<file path="src/rtl/aem_pkg.sv">
package aem_pkg;
  localparam int FRAME_BITS = 16;
  localparam int LEAD_ZEROS = 4;
  localparam int CNT_W      = 5;
  localparam int PD_FIRST   = 2;
  localparam int PD_LAST    = 9;
  localparam int WAKE_FALL  = 10;

  typedef struct packed {
    logic rise;
    logic fall;
  } edge_ev_t;
endpackage

</file>
<file path="src/rtl/aem_sync_edge.sv">
module aem_sync_edge #(
  parameter int   STAGES   = 2,
  parameter logic IDLE_VAL = 1'b1
) (
  input  logic               clk,
  input  logic               rst_n,
  input  logic               pin,
  output aem_pkg::edge_ev_t  ev
);
  logic [STAGES-1:0] chain;
  logic              last_q;

  always_ff @(posedge clk or negedge rst_n) begin
    if (!rst_n) begin
      chain  <= {STAGES{IDLE_VAL}};
      last_q <= IDLE_VAL;
    end else begin
      chain  <= {chain[STAGES-2:0], pin};
      last_q <= chain[STAGES-1];
    end
  end

  assign ev.rise = chain[STAGES-1] & ~last_q;
  assign ev.fall = ~chain[STAGES-1] & last_q;
endmodule

</file>
<file path="src/rtl/aem_frame_shifter.sv">
module aem_frame_shifter
  import aem_pkg::*;
#(
  parameter int RES_BITS = 10
) (
  input  logic                  clk,
  input  logic                  rst_n,
  input  edge_ev_t              cs_ev,
  input  edge_ev_t              sck_ev,
  input  logic [FRAME_BITS-1:0] load_word,
  output logic                  in_frame,
  output logic [CNT_W-1:0]      fall_cnt,
  output logic                  sdo_bit,
  output logic                  sdo_oe,
  output logic                  conv_busy,
  output logic                  acq_active
);
  localparam int CONV_END = RES_BITS + LEAD_ZEROS;
  localparam logic [CNT_W-1:0] LAST_BEFORE_END = CNT_W'(CONV_END - 1);
  localparam logic [CNT_W-1:0] LAST_BIT        = CNT_W'(FRAME_BITS - 1);
  localparam logic [CNT_W-1:0] CNT_MAX         = {CNT_W{1'b1}};

  logic [FRAME_BITS-1:0] shreg;

  always_ff @(posedge clk or negedge rst_n) begin
    if (!rst_n) begin
      in_frame   <= 1'b0;
      fall_cnt   <= '0;
      shreg      <= '0;
      sdo_oe     <= 1'b0;
      conv_busy  <= 1'b0;
      acq_active <= 1'b0;
    end else if (cs_ev.rise) begin
      in_frame  <= 1'b0;
      sdo_oe    <= 1'b0;
      conv_busy <= 1'b0;
      shreg     <= '0;
    end else if (cs_ev.fall) begin
      in_frame   <= 1'b1;
      fall_cnt   <= '0;
      shreg      <= load_word;
      sdo_oe     <= 1'b1;
      conv_busy  <= 1'b1;
      acq_active <= 1'b0;
    end else if (in_frame) begin
      if (sck_ev.fall) begin
        shreg <= {shreg[FRAME_BITS-2:0], 1'b0};
        if (fall_cnt != CNT_MAX) fall_cnt <= fall_cnt + 1'b1;
        if (fall_cnt == LAST_BIT) sdo_oe <= 1'b0;
        if (fall_cnt == LAST_BEFORE_END) conv_busy <= 1'b0;
      end
      if (sck_ev.rise && fall_cnt >= LAST_BEFORE_END) acq_active <= 1'b1;
    end
  end

  assign sdo_bit = sdo_oe & shreg[FRAME_BITS-1];
endmodule

</file>
<file path="src/rtl/aem_power_ctrl.sv">
module aem_power_ctrl
  import aem_pkg::*;
#(
  parameter int RES_BITS    = 10,
  parameter int WAKE_CYCLES = 160
) (
  input  logic             clk,
  input  logic             rst_n,
  input  edge_ev_t         cs_ev,
  input  edge_ev_t         sck_ev,
  input  logic             in_frame,
  input  logic [CNT_W-1:0] fall_cnt,
  input  logic             acq_active,
  output logic             powered_down,
  output logic             next_valid,
  output logic             frame_ok
);
  localparam int WARM_W = $clog2(WAKE_CYCLES + 1);
  localparam logic [WARM_W-1:0] WARM_DONE = WARM_W'(WAKE_CYCLES);
  localparam logic [CNT_W-1:0] ACQ_CNT = CNT_W'(RES_BITS + LEAD_ZEROS - 1);

  logic              frame_pd;
  logic              waking;
  logic [WARM_W-1:0] warm;
  logic              acq_in_frame;

  assign acq_in_frame = in_frame & acq_active;
  assign frame_ok = next_valid & ~powered_down & ~(waking & (warm < WARM_DONE));

  always_ff @(posedge clk or negedge rst_n) begin
    if (!rst_n) begin
      powered_down <= 1'b0;
      next_valid   <= 1'b0;
      frame_pd     <= 1'b0;
      waking       <= 1'b0;
      warm         <= '0;
    end else begin
      if (cs_ev.fall && powered_down) warm <= WARM_W'(1);
      else if (warm < WARM_DONE) warm <= warm + 1'b1;

      if (cs_ev.rise) begin
        if (in_frame && !frame_pd && !acq_in_frame) begin
          next_valid <= 1'b0;
          if (fall_cnt >= CNT_W'(PD_FIRST) && fall_cnt <= CNT_W'(PD_LAST))
            powered_down <= 1'b1;
        end
      end else if (cs_ev.fall) begin
        frame_pd <= powered_down;
        waking   <= 1'b0;
      end else if (in_frame) begin
        if (sck_ev.fall && frame_pd && powered_down && fall_cnt == CNT_W'(WAKE_FALL)) begin
          powered_down <= 1'b0;
          next_valid   <= 1'b1;
          waking       <= 1'b1;
        end
        if (sck_ev.rise && !powered_down && !acq_active && fall_cnt >= ACQ_CNT)
          next_valid <= 1'b1;
      end
    end
  end
endmodule

</file>
<file path="src/rtl/adc_serial_emu.sv">
module adc_serial_emu
  import aem_pkg::*;
#(
  parameter int RES_BITS    = 10,
  parameter int WAKE_CYCLES = 160,
  parameter int SYNC_STAGES = 2
) (
  input  logic                clk,
  input  logic                rst_n,
  input  logic                cs_n_in,
  input  logic                sclk_in,
  input  logic [RES_BITS-1:0] res_data,
  input  logic                res_valid,
  output logic                res_ready,
  output logic                sdo_bit,
  output logic                sdo_oe,
  output logic                conv_busy,
  output logic                acq_active,
  output logic                powered_down,
  output logic                next_valid
);
  localparam int PAD_BITS = FRAME_BITS - LEAD_ZEROS - RES_BITS;

  edge_ev_t              cs_ev, sck_ev;
  logic                  in_frame, frame_ok;
  logic [CNT_W-1:0]      fall_cnt;
  logic [RES_BITS-1:0]   held_q;
  logic [FRAME_BITS-1:0] load_word;

  aem_sync_edge #(.STAGES(SYNC_STAGES), .IDLE_VAL(1'b1)) cs_sync_i (
    .clk(clk), .rst_n(rst_n), .pin(cs_n_in), .ev(cs_ev));
  aem_sync_edge #(.STAGES(SYNC_STAGES), .IDLE_VAL(1'b0)) sck_sync_i (
    .clk(clk), .rst_n(rst_n), .pin(sclk_in), .ev(sck_ev));

  assign res_ready = ~conv_busy;

  always_ff @(posedge clk or negedge rst_n) begin
    if (!rst_n) held_q <= '0;
    else if (res_valid && res_ready) held_q <= res_data;
  end

  assign load_word = frame_ok ? (FRAME_BITS'(held_q) << PAD_BITS) : '0;

  aem_frame_shifter #(.RES_BITS(RES_BITS)) shifter_i (
    .clk(clk), .rst_n(rst_n), .cs_ev(cs_ev), .sck_ev(sck_ev),
    .load_word(load_word), .in_frame(in_frame), .fall_cnt(fall_cnt),
    .sdo_bit(sdo_bit), .sdo_oe(sdo_oe), .conv_busy(conv_busy),
    .acq_active(acq_active));

  aem_power_ctrl #(.RES_BITS(RES_BITS), .WAKE_CYCLES(WAKE_CYCLES)) power_i (
    .clk(clk), .rst_n(rst_n), .cs_ev(cs_ev), .sck_ev(sck_ev),
    .in_frame(in_frame), .fall_cnt(fall_cnt), .acq_active(acq_active),
    .powered_down(powered_down), .next_valid(next_valid), .frame_ok(frame_ok));
endmodule

</file>
<file path="config.mk">
export PLATFORM = sky130hd
export DESIGN_NAME = adc_serial_emu
export DESIGN_NICKNAME = d
export VERILOG_FILES = /design/src/rtl/aem_pkg.sv /design/src/rtl/aem_sync_edge.sv /design/src/rtl/aem_frame_shifter.sv /design/src/rtl/aem_power_ctrl.sv /design/src/rtl/adc_serial_emu.sv
export SDC_FILE = /design/constraint.sdc
export NUM_CORES = 1
export LEC_CHECK = 0
export BUFFER_PORTS_ARGS = -buffer_cell sky130_fd_sc_hd__buf_4
export CORE_ASPECT_RATIO = 1.25
export CORE_MARGIN = 2
export CORE_UTILIZATION = 62
export DETAILED_ROUTE_END_ITERATION = 6
export HOLD_SLACK_MARGIN = 0.02
export MAX_ROUTING_LAYER = met4
export PLACE_DENSITY = 0.91
export SLEW_MARGIN = 20
export SYNTH_ARGS = -nofsm -noshare
export SYNTH_HDL_FRONTEND = slang
export SYNTH_SLANG_ARGS = --single-unit
</file>
<file path="constraint.sdc">
create_clock -name clk -period 3.05 [get_ports clk]
set_input_delay 0.1525 -clock clk [delete_from_list [all_inputs] [get_ports clk]]
set_output_delay 0.1525 -clock clk [all_outputs]
set_load 0.03 [all_outputs]
</file>
==> out/metrics.cfg <==
[status]
status = complete, no violations

[die]
start_util_pct = 65.6
dieArea_mm2 = 0.00426
die_w_um = 58.8
chipHeight_um = 72.5
top_level_ports = 22
std_cell_rows = 24
core_mm2 = 0.00354

[power_and_ir_drop]
vdd_drop_max_uv = 521
pwr-share-seq_pct = 53.2
power.switching_uw = 495
p_int_uw = 1150
switching_share_pct = 30.2
total_power_uw = 1640
leakage_uw = 0.00127
p_clk_share_pct = 28.7
p_per_area_mw_per_mm2 = 625
p_comb_share_pct = 18.1

[global_route]
grt_pass1_vias = 1642
grt_max_degree = 52
grt_pass1_wl_um = 7800
overflow = 0
track_usage_pct = 25.2
antenna_found_initial = 0

[timing]
rsz0062_at_grt = no
tns_ps = 0
fin_worst_skew_ps = 9.12
setup_viol = 0
whs_ps = 80.6
hold_viol_final = 0
min_period_ps = 2150
finalCritPeriodShare_pct = 70.5
slew_viol_final = 0
relSlewSlack_pct = 40.8
worstMarginPinSlew_ps = 887
clock.fmax_mhz = 465

[worst_setup_path]
cp_max_fo = 10
r2r_slack_ps = 900
reg2reg_from = cs_sync_i.last_q$_DFF_PN1_
path_delay_family = simple AND/OR/NAND/NOR gates
path_buf_inv = 1
end_kind = register
max_stage_delay_ps = 540
rr_worst_depth = 5
cp.arrival_ps = 2380
crit_path_top_delay_cell = dfstp_2
path_cells = ha_1, inv_1, nor2_1, and4b_1, a221o_1
cp.required_ps = 3280
path_class = register to register
rr_endpoint = shifter_i.shreg[8]$_DFFE_PN0P_
crit_path_start_kind = register

[logic_synthesis]
ys_async_sr_fraction_pct = 100
synth_top_area_share_pct = 51.6
seq_area_frac_synth_pct = 55.0
netlist_area_mm2 = 0.00233
ys_seq_elements = 51
synth_cells = 202
synth_cell_types = 44
syn_nets = 225
synth-edff-count = 0
yosysTopAreaCell = dfrtp_1
synthFlopType = dfrtp_1
yosys_warnings = 0
synthTopCellsByArea = dfrtp_1, mux2_2, ha_1, a221o_1, dfstp_2
syn_area_per_cell_um2 = 11.5

[route]
drt_first_pass_iters = 4
vias = 1653
wl_per_cell_um = 17.9
drt-initial-drc-count = 108
drcViolationCount = 0
viasPerCell = 6.26
totalWireLength_um = 4730
route.antenna.remaining_nets = 0

[placed_design]
place_hpwl_um = 3120
place_area_mm2 = 0.00249
io_buffers = 21
place.gp.congestion = 0.880

[final_layout]
layout-drive-gt1-share_pct = 20.9
design_area_mm2 = 0.00263
final_nets = 247
insertedDiodeCount = 0
syn_to_final_growth_pct = 13.0

[hold_path]
hold_end = held_q[5]$_DFFE_PN0P_
worstHoldStart = res_data[5]
min_path_type = input pin to register
min_delay_path_depth = 2

[cts]
tritoncts = yes
cts_setup_buffers = 0
htree_num_levels = 2
numCtsBuffers = 5
root_buffer = clkbuf_8
postCtsResizedCells = 0
cts_sinks = 51
clock_latency_ps = 300
clkTransAtPathRegs_ps = 90
cts_max_path_buffers = 2

[flow_run]
maxCapViolations = 0

==> layout make-up <==
type	instances	area (um^2)
clock buffers	5	68.8
clock inverters	3	43.8
fillers	229	915
inverters	10	37.5
multi-input cells	132	962
flip-flops and latches	51	1280
well taps	39	48.8
repair buffers	24	188
==> layout by cell type, fill, tap and decap left out, types with 2 or more instances in the layout <==
cell,instances
nor2_1,12
ha_1,8
a21o_1,2
dfstp_2,3
nor4bb_1,2
nor2b_1,2
dlygate4sd3_1,3
mux2_2,11
nand2_1,16
and3_1,11
xnor2_1,4
o41ai_1,2
nand4_1,7
nand3_1,7
o21ai_0,7
mux2i_1,2
dfrtp_1,48
clkbuf_8,5
o21a_1,2
buf_4,21
nor3b_1,2
a221o_1,9
a21oi_1,3
xor2_1,4
inv_1,10
nor3_1,2
==> worst max path at each step <==
stage / start / endpoint / slack, ps / cells after the start
2_1_floorplan: shifter_i.fall_cnt[0]$_DFFE_PN0P_ / shifter_i.fall_cnt[2]$_DFFE_PN0P_ / 1220 / 8
3_3_place_gp: shifter_i.fall_cnt[0]$_DFFE_PN0P_ / shifter_i.fall_cnt[2]$_DFFE_PN0P_ / 1040 / 7
4_1_cts: cs_sync_i.last_q$_DFF_PN1_ / shifter_i.shreg[8]$_DFFE_PN0P_ / 930 / 5
3_5_place_dp: cs_sync_i.last_q$_DFF_PN1_ / shifter_i.shreg[8]$_DFFE_PN0P_ / 950 / 5
6_report: cs_sync_i.last_q$_DFF_PN1_ / shifter_i.shreg[8]$_DFFE_PN0P_ / 900 / 5
5_1_grt: cs_sync_i.last_q$_DFF_PN1_ / power_i.powered_down$_DFFE_PN0P_ / 800 / 6
==> registers in the layout, summed over array words and instances, names as in the netlist <==
name	flops
shifter_i.shreg	14
held_q	10
power_i.warm	8
shifter_i.fall_cnt	5
cs_sync_i.chain	2
sck_sync_i.chain	2
cs_sync_i.last_q	1
power_i.frame_pd	1
power_i.next_valid	1
power_i.powered_down	1
power_i.waking	1
sck_sync_i.last_q	1
shifter_i.acq_active	1
shifter_i.conv_busy	1
shifter_i.in_frame	1
shifter_i.sdo_oe	1
==> metrics by stage <==
step | utilization, % | worst slack (ps) | std cells
2_1_floorplan | - | 1220 | 202
5_1_grt | 74.2 | 796 | 264
6_report | 74.2 | 900 | 264
3_3_place_gp | 70.2 | 1040 | 253
4_1_cts | 74.2 | 930 | 264
3_5_place_dp | 70.2 | 954 | 253
==> logic make-up (layout without fill, tap and decap cells) <==
logic type      after synthesis  count (layout)  share of synthesized area [%]
buf+inv                      19              42                           3.60
xor+xnor                      8               8                           3.01
flops                        51              51                           55.0
simple gates                 70              70                           16.5
compound gates               33              33                           11.4
mux                          13              13                           6.19
fa+ha+maj                     8               8                           4.30
==> worst register-to-register path, stage by stage (launching register included) <==
cell and delay (ps):
dfstp_2 540, ha_1 310, inv_1 170, nor2_1 320
and4b_1 490, a221o_1 260
==> power by group through the flow <==
stage	clock network [uW]	registers, uW	logic, uW
after global placement	0	877	280
final	472	874	297
after CTS	477	871	298
after floorplan	0	870	195
after detailed placement	0	884	293
after global routing	496	887	338
==> synthesized netlist by cell type (all sizes together), types with 2 or more instances <==
cell / count
inv: 10
nor2: 12
a21oi: 4
clkbuf: 6
o41ai: 2
and3: 11
a221o: 9
nor3: 2
nor2b: 2
o21a: 2
mux2i: 2
nand3: 7
dfrtp: 48
xnor2: 4
ha: 8
nor4bb: 2
dfstp: 3
nand2: 16
nand4: 7
buf: 3
a21o: 2
xor2: 4
o21ai: 8
nor3b: 2
and2: 3
mux2: 11
==> what timing repair did <==
item	CTS	global route
hold buffers	3	0
setup endpoints to repair	0	0
endpoints found under the hold margin	50	0
==> layer usage <==
metal / track usage [%] / routed length, um / vias to the layer above
li1: - / - / 769
met2: 42.6 / 2500 / 49
met4: 6.82 / 80 / 0
met3: 4.81 / 183 / 11
met5: - / 0 / -
met1: 30.8 / 1960 / 824
Power figures use the tool's default switching activity.
